--- src/rtl/clamp_pkg.sv ---
package clamp_pkg;
   localparam int DEF_CODE_W = 12;
   localparam int DEF_TGT_W  = 8;
   localparam int DEF_CORR_W = 10;
   localparam int DEF_CNT_W  = 11;
   localparam int DEF_DIV_W  = 4;
   localparam int DEF_GAIN_W = 3;

   // width of a shift amount able to address 0..w
   function automatic int shift_width(input int w);
      return $clog2(w + 1);
   endfunction
endpackage

--- src/rtl/clamp_win_acc.sv ---
module clamp_win_acc #(
   parameter int CODE_W = 12,
   parameter int TGT_W  = 8,
   parameter int CNT_W  = 11,
   parameter int ACC_W  = CODE_W + 1 + CNT_W
) (
   input  logic                    clk,
   input  logic                    rst_n,
   input  logic                    line_start,
   input  logic                    win_en,
   input  logic [CODE_W-1:0]       adc_code,
   input  logic [TGT_W-1:0]        black_tgt,
   output logic signed [ACC_W-1:0] acc_q,
   output logic [CNT_W-1:0]        cnt_q
);
   localparam int DW = CODE_W + 1;

   logic signed [DW-1:0]    diff;
   logic signed [ACC_W-1:0] diff_x;
   logic                    cnt_full;

   always_comb begin
      diff     = $signed({1'b0, adc_code}) - $signed({{(DW-TGT_W){1'b0}}, black_tgt});
      diff_x   = {{(ACC_W-DW){diff[DW-1]}}, diff};
      cnt_full = &cnt_q;
   end

   always_ff @(posedge clk) begin
      if (!rst_n) begin
         acc_q <= '0;
         cnt_q <= '0;
      end else if (line_start) begin
         acc_q <= win_en ? diff_x : '0;
         cnt_q <= win_en ? CNT_W'(1) : '0;
      end else if (win_en && !cnt_full) begin
         acc_q <= acc_q + diff_x;
         cnt_q <= cnt_q + CNT_W'(1);
      end
   end
endmodule

--- src/rtl/clamp_pacer.sv ---
module clamp_pacer #(
   parameter int DIV_W = 4
) (
   input  logic             clk,
   input  logic             rst_n,
   input  logic             line_start,
   input  logic [DIV_W-1:0] line_div,
   output logic             fire,
   output logic [DIV_W-1:0] lcnt_q
);
   always_comb fire = (lcnt_q >= line_div);

   always_ff @(posedge clk) begin
      if (!rst_n)
         lcnt_q <= '0;
      else if (line_start)
         lcnt_q <= fire ? '0 : lcnt_q + DIV_W'(1);
   end
endmodule

--- src/rtl/clamp_filter.sv ---
module clamp_filter #(
   parameter int ACC_W         = 24,
   parameter int CNT_W         = 11,
   parameter int GAIN_W        = 3,
   parameter int CORR_W        = 10,
   parameter int TGT_W         = 8,
   parameter bit ROUND_NEAREST = 1'b0
) (
   input  logic                     clk,
   input  logic                     rst_n,
   input  logic                     update,
   input  logic                     loop_on,
   input  logic [TGT_W-1:0]         black_tgt,
   input  logic signed [ACC_W-1:0]  acc,
   input  logic [CNT_W-1:0]         cnt,
   input  logic [GAIN_W-1:0]        gain_sh,
   output logic signed [CORR_W-1:0] corr_q
);
   localparam int SH_W = clamp_pkg::shift_width(CNT_W);

   logic [SH_W-1:0]         msb;
   logic [SH_W-1:0]         sh;
   logic signed [ACC_W-1:0] avg;
   logic signed [ACC_W-1:0] step;
   logic signed [ACC_W:0]   sum;
   logic                    fits;
   logic signed [CORR_W-1:0] next_c;

   always_comb begin
      msb = '0;
      for (int i = 0; i < CNT_W; i++)
         if (cnt[i]) msb = SH_W'(i);
   end

   generate
      if (ROUND_NEAREST) begin : g_near
         logic below;
         always_comb begin
            below = (msb == '0) ? 1'b0 : cnt[msb - SH_W'(1)];
            sh    = below ? msb + SH_W'(1) : msb;
         end
      end else begin : g_floor
         always_comb sh = msb;
      end
   endgenerate

   always_comb begin
      avg  = acc >>> sh;
      step = avg >>> gain_sh;
      sum  = {{(ACC_W+1-CORR_W){corr_q[CORR_W-1]}}, corr_q} + {step[ACC_W-1], step};
      fits = (&sum[ACC_W:CORR_W-1]) | ~(|sum[ACC_W:CORR_W-1]);
      if (fits)
         next_c = sum[CORR_W-1:0];
      else if (sum[ACC_W])
         next_c = {1'b1, {(CORR_W-1){1'b0}}};
      else
         next_c = {1'b0, {(CORR_W-1){1'b1}}};
   end

   always_ff @(posedge clk) begin
      if (!rst_n)
         corr_q <= '0;
      else if (!loop_on)
         corr_q <= $signed({{(CORR_W-TGT_W){1'b0}}, black_tgt});
      else if (update)
         corr_q <= next_c;
   end
endmodule

--- src/rtl/clamp_servo.sv ---
module clamp_servo #(
   parameter int CODE_W        = clamp_pkg::DEF_CODE_W,
   parameter int TGT_W         = clamp_pkg::DEF_TGT_W,
   parameter int CORR_W        = clamp_pkg::DEF_CORR_W,
   parameter int CNT_W         = clamp_pkg::DEF_CNT_W,
   parameter int DIV_W         = clamp_pkg::DEF_DIV_W,
   parameter int GAIN_W        = clamp_pkg::DEF_GAIN_W,
   parameter bit ROUND_NEAREST = 1'b0
) (
   input  logic                     clk,
   input  logic                     rst_n,
   input  logic                     line_start,
   input  logic                     win_en,
   input  logic [CODE_W-1:0]        adc_code,
   input  logic [TGT_W-1:0]         black_tgt,
   input  logic                     loop_on,
   input  logic [DIV_W-1:0]         line_div,
   input  logic [GAIN_W-1:0]        gain_sh,
   output logic signed [CORR_W-1:0] corr_out
);
   localparam int ACC_W = CODE_W + 1 + CNT_W;

   generate
      if (TGT_W > CODE_W) begin : g_bad_tgt
         $error("clamp_servo: TGT_W must not exceed CODE_W");
      end
      if (CORR_W <= TGT_W) begin : g_bad_corr
         $error("clamp_servo: CORR_W must exceed TGT_W to hold the fixed offset");
      end
      if (ACC_W <= CORR_W) begin : g_bad_acc
         $error("clamp_servo: accumulator narrower than correction word");
      end
      if (CNT_W < 2) begin : g_bad_cnt
         $error("clamp_servo: CNT_W too small");
      end
   endgenerate

   logic signed [ACC_W-1:0] acc;
   logic [CNT_W-1:0]        win_cnt;
   logic                    fire;
   logic [DIV_W-1:0]        lcnt;
   logic                    update;

   clamp_win_acc #(
      .CODE_W(CODE_W), .TGT_W(TGT_W), .CNT_W(CNT_W), .ACC_W(ACC_W)
   ) u_acc (
      .clk(clk), .rst_n(rst_n), .line_start(line_start), .win_en(win_en),
      .adc_code(adc_code), .black_tgt(black_tgt), .acc_q(acc), .cnt_q(win_cnt)
   );

   clamp_pacer #(.DIV_W(DIV_W)) u_pace (
      .clk(clk), .rst_n(rst_n), .line_start(line_start), .line_div(line_div),
      .fire(fire), .lcnt_q(lcnt)
   );

   always_comb update = line_start & fire & loop_on & (win_cnt != '0);

   clamp_filter #(
      .ACC_W(ACC_W), .CNT_W(CNT_W), .GAIN_W(GAIN_W), .CORR_W(CORR_W),
      .TGT_W(TGT_W), .ROUND_NEAREST(ROUND_NEAREST)
   ) u_filt (
      .clk(clk), .rst_n(rst_n), .update(update), .loop_on(loop_on),
      .black_tgt(black_tgt), .acc(acc), .cnt(win_cnt), .gain_sh(gain_sh),
      .corr_q(corr_out)
   );
endmodule

--- config.mk ---
export PLATFORM = sky130hd
export DESIGN_NAME = clamp_servo
export DESIGN_NICKNAME = d
export VERILOG_FILES = /design/src/rtl/clamp_pkg.sv /design/src/rtl/clamp_win_acc.sv /design/src/rtl/clamp_pacer.sv /design/src/rtl/clamp_filter.sv /design/src/rtl/clamp_servo.sv
export SDC_FILE = /design/constraint.sdc
export NUM_CORES = 1
export LEC_CHECK = 0
export BUFFER_PORTS_ARGS = -buffer_cell sky130_fd_sc_hd__buf_2
export CORE_ASPECT_RATIO = 0.7
export CORE_MARGIN = 2
export CORE_UTILIZATION = 24
export DETAILED_ROUTE_END_ITERATION = 12
export GPL_TIMING_DRIVEN = 1
export PLACE_DENSITY = 0.49
export SETUP_SLACK_MARGIN = 0.5
export SYNTH_ARGS = -nofsm -noshare
export SYNTH_HDL_FRONTEND = slang
export SYNTH_SLANG_ARGS = --single-unit
--- constraint.sdc ---
create_clock -name clk -period 6.4 [get_ports clk]
set_clock_uncertainty 0.2 [all_clocks]
set_input_delay 1.6 -clock clk [delete_from_list [all_inputs] [get_ports clk]]
set_output_delay 1.6 -clock clk [all_outputs]
set_load 0.05 [all_outputs]
==> impl_results.md <==
- Final setup violation count: 0
- Place WS: 0.0223 ns
- Syn_nets: 1002
- Antenna-violating nets left: 0
- Worst R2R Start: u_acc.cnt_q[2]$_SDFFE_PN0P_
- Die Ht: 145 µm
- Power per cell area: 149 nW/µm²
- Worst min-delay path category: reg2reg
- Most frequent cells in the layout: buf_4, nand2_1, nor2_1, ha_1, a21oi_1
- Multi-input gate area: 6140 µm²
- Clk buf depth: 2
- TritonCTS clock tree: yes
- CP endpoint kind: register
- Placed wire-length estimate: 17100 µm
- Post-synth cell types: 83
- Hold Slack: 0.337 ns
- Final Hold Viols: 0
- Post-DR vias/cell: 5.13
- FFs w/ async S/R, synth: 0
- Min Clock Period, post-route: 5.99 ns
- Max-Cap Viols: 0
- Buffers on Ports: 41
- Clk root buf: clkbuf_16
- Die width: 206 µm
- Worst setup path endpoint: u_acc.acc_q[23]$_SDFFE_PN0P_
- Rows: 51
- Worst slew pin tran: 0.926 ns
- Total grt overflow: 0
- Final Max Tran Viols: 0
- # diodes: 0
- Starting Density: 0.245
- Worst Slack Setup Final: 0.406 ns
- Number of synthesized flops with an enable pin: 0
- Synthesized instance count: 904
- Post-placement cell area: 8000 µm²
- CP arrival: 6.02 ns
- Layout cells sized above 1: 0.288
- Period utilisation layout: 0.937
- Commonest non-fill, non-tap cell in the layout: buf_4
- Crit path kind: in2reg
- Number of CTS-inserted buffers: 5
- Yosys Warn Count: 0
- Setup TNS Final: 0 ns
- Worst-Skew Late Latency: 0.30 ns
- FMAX: 167 MHz
- Critical Path RT: 6.43 ns
- Slew HR: 0.380
- Leak: 3.87 nW
- Top FF cell, synth: dfxtp_1
- Maximum VDD drop: 0.103 mV
- Iteration-0 DRC Markers: 431
- 1st-pass router iterations: 5
- Wire length per cell: 15.9 µm
- # clock sinks: 49
- Crit-path max FO: 4
- Initial antenna violation count: 0
- Register area share after synthesis: 0.143
- RSZ-0062 raised after global routing: yes
- Die Area: 30000 µm²
- Number of global-route vias before repair: 6645
- Synth-to-Final Area Change: 30.6%
- Reg2Reg Setup Slack: 0.57 ns
- FF/Latch Area: 983 µm²
- Drt drc: 0
- Critical Path Source Type: primary input
- First-pass GRT wire length: 35600 µm
- Syn Std Cell Area: 6860 µm²
- Fill count: 2986
- Largest net degree at the start of global routing: 30
- Nets: 1108
- Final GP Congestion: 0.835
- Vias: 7093
- Run status: finished, final reports clean
- Io pins: 42
- Crit. Startpoint: adc_code[0]
- Post-synthesis register bit count: 49
- WL final: 22000 µm
- Worst r2r path cells: 26
- Total track usage: 0.144
- Design area: 8960 µm²
- H-tree Lvls: 2
- RR Endpoint: u_filt.corr_q[1]$_SDFFE_PN0P_
- Syn Area/Cell: 7.59 µm²
- Hold Buf Count CTS: 0
- Core area: 27900 µm²
- Clk slew on worst S/H paths: 0.07 ns
[how the worst min path moves through the flow]
stage / start / to / slack (ns) / cells after the start
6_report: u_pace.lcnt_q[3]$_SDFFE_PN0P_ / u_pace.lcnt_q[3]$_SDFFE_PN0P_ / 0.34 / 2
4_1_cts: u_pace.lcnt_q[1]$_SDFFE_PN0P_ / u_pace.lcnt_q[1]$_SDFFE_PN0P_ / 0.34 / 2
5_1_grt: u_acc.acc_q[0]$_SDFFE_PN0P_ / u_acc.acc_q[0]$_SDFFE_PN0P_ / 0.37 / 1
2_1_floorplan: u_acc.acc_q[10]$_SDFFE_PN0P_ / u_acc.acc_q[10]$_SDFFE_PN0P_ / 0.27 / 2
3_5_place_dp: u_pace.lcnt_q[1]$_SDFFE_PN0P_ / u_pace.lcnt_q[1]$_SDFFE_PN0P_ / 0.32 / 2
3_3_place_gp: u_pace.lcnt_q[3]$_SDFFE_PN0P_ / u_pace.lcnt_q[3]$_SDFFE_PN0P_ / 0.30 / 2
[power by group]
| group | total (mW) | internal (mW) | switching (mW) |
|---|---|---|---|
| logic | 0.656 | 0.307 | 0.348 |
| clock network | 0.320 | 0.196 | 0.124 |
| registers | 0.357 | 0.325 | 0.0319 |
| total | 1.33 | 0.828 | 0.505 |
[synth_stat cells, types with 11 or more instances]
master    count  share of area
a211oi_1     15          0.016
a21o_1       21          0.023
a21oi_1      66          0.048
a31oi_1      13          0.012
clkbuf_1     32          0.018
dfxtp_1      49           0.14
ha_1         63           0.11
inv_1        40          0.022
mux2_2       11          0.018
mux2i_1      67          0.098
nand2_1      86          0.047
nand3_1      15          0.011
nor2_1       87          0.048
nor3_1       22          0.016
o21ai_0      48          0.035
o22ai_1      15          0.014
xnor2_1      31          0.040
xor2_1       21          0.027
[routing by layer]
layer / vias to the layer above / part of all wire / GRT usage
met5: - / 0 / 0
met4: 0 / 0.0025 / 0.0107
met3: 4 / 0.037 / 0.0195
met2: 143 / 0.41 / 0.203
met1: 3372 / 0.55 / 0.235
li1: 3574 / - / -
[metrics by stage]
stage                     std cells  utilization  total power [mW]
after floorplan                 904            -             0.764
after global placement         1350        0.286             0.936
after detailed placement       1350        0.286             0.939
after CTS                      1369        0.301              1.29
after global routing           1382        0.320              1.42
final                          1382        0.320              1.33
[registers in the layout (all words and copies together), names as in the netlist]
| register | cells |
|---|---|
| u_pace.lcnt_q | 4 |
| u_acc.acc_q | 24 |
| u_acc.cnt_q | 11 |
| u_filt.corr_q | 10 |
[cells by family (layout without fill, tap and decap cells)]
kind of cell | after synthesis | count (layout) | synth area share
muxes | 84 | 84 | 0.134
AOI/OAI and AO/OA | 287 | 287 | 0.290
DFF | 49 | 49 | 0.143
xor gates and xnor gates | 52 | 52 | 0.0664
buffers and inverters | 84 | 191 | 0.0478
adders and majority gates | 66 | 66 | 0.124
and+or+nand+nor | 282 | 282 | 0.195
[what timing repair did]
action                                  in CTS  in global routing
endpoints found under the setup margin      11                 17
gates resized for setup                     37                 85
buffers inserted                            11                 13
pin swaps                                    4                 55
[area by class of cell]
cell class | instances | share of cell area
multi-input combinational | 771 | 0.686
timing repair buffer | 140 | 0.115
sequential | 49 | 0.110
tap | 371 | 0.0518
inverter | 43 | 0.0186
clock buffer | 7 | 0.0159
clock inverter | 1 | 0.00335
[worst max-delay path, stage by stage]
cell and delay, ns:
buf_2 0.10, inv_2 0.05, ha_4 0.12, inv_1 0.05, fa_2 0.37, a21o_1 0.17, a21oi_2 0.16, o21ai_2 0.07
a21oi_2 0.16, o21bai_2 0.11, a2111o_1 0.49, xnor2_2 0.25, ha_4 0.25, a21oi_2 0.13, o21ai_2 0.08, nor3_2 0.20
a21oi_2 0.09, a41o_1 0.22, o41a_1 0.40, and3_4 0.20, a311o_1 0.35, mux2i_1 0.16, o21ai_1 0.07, a21oi_1 0.16
(Power assumes the default switching activity.)
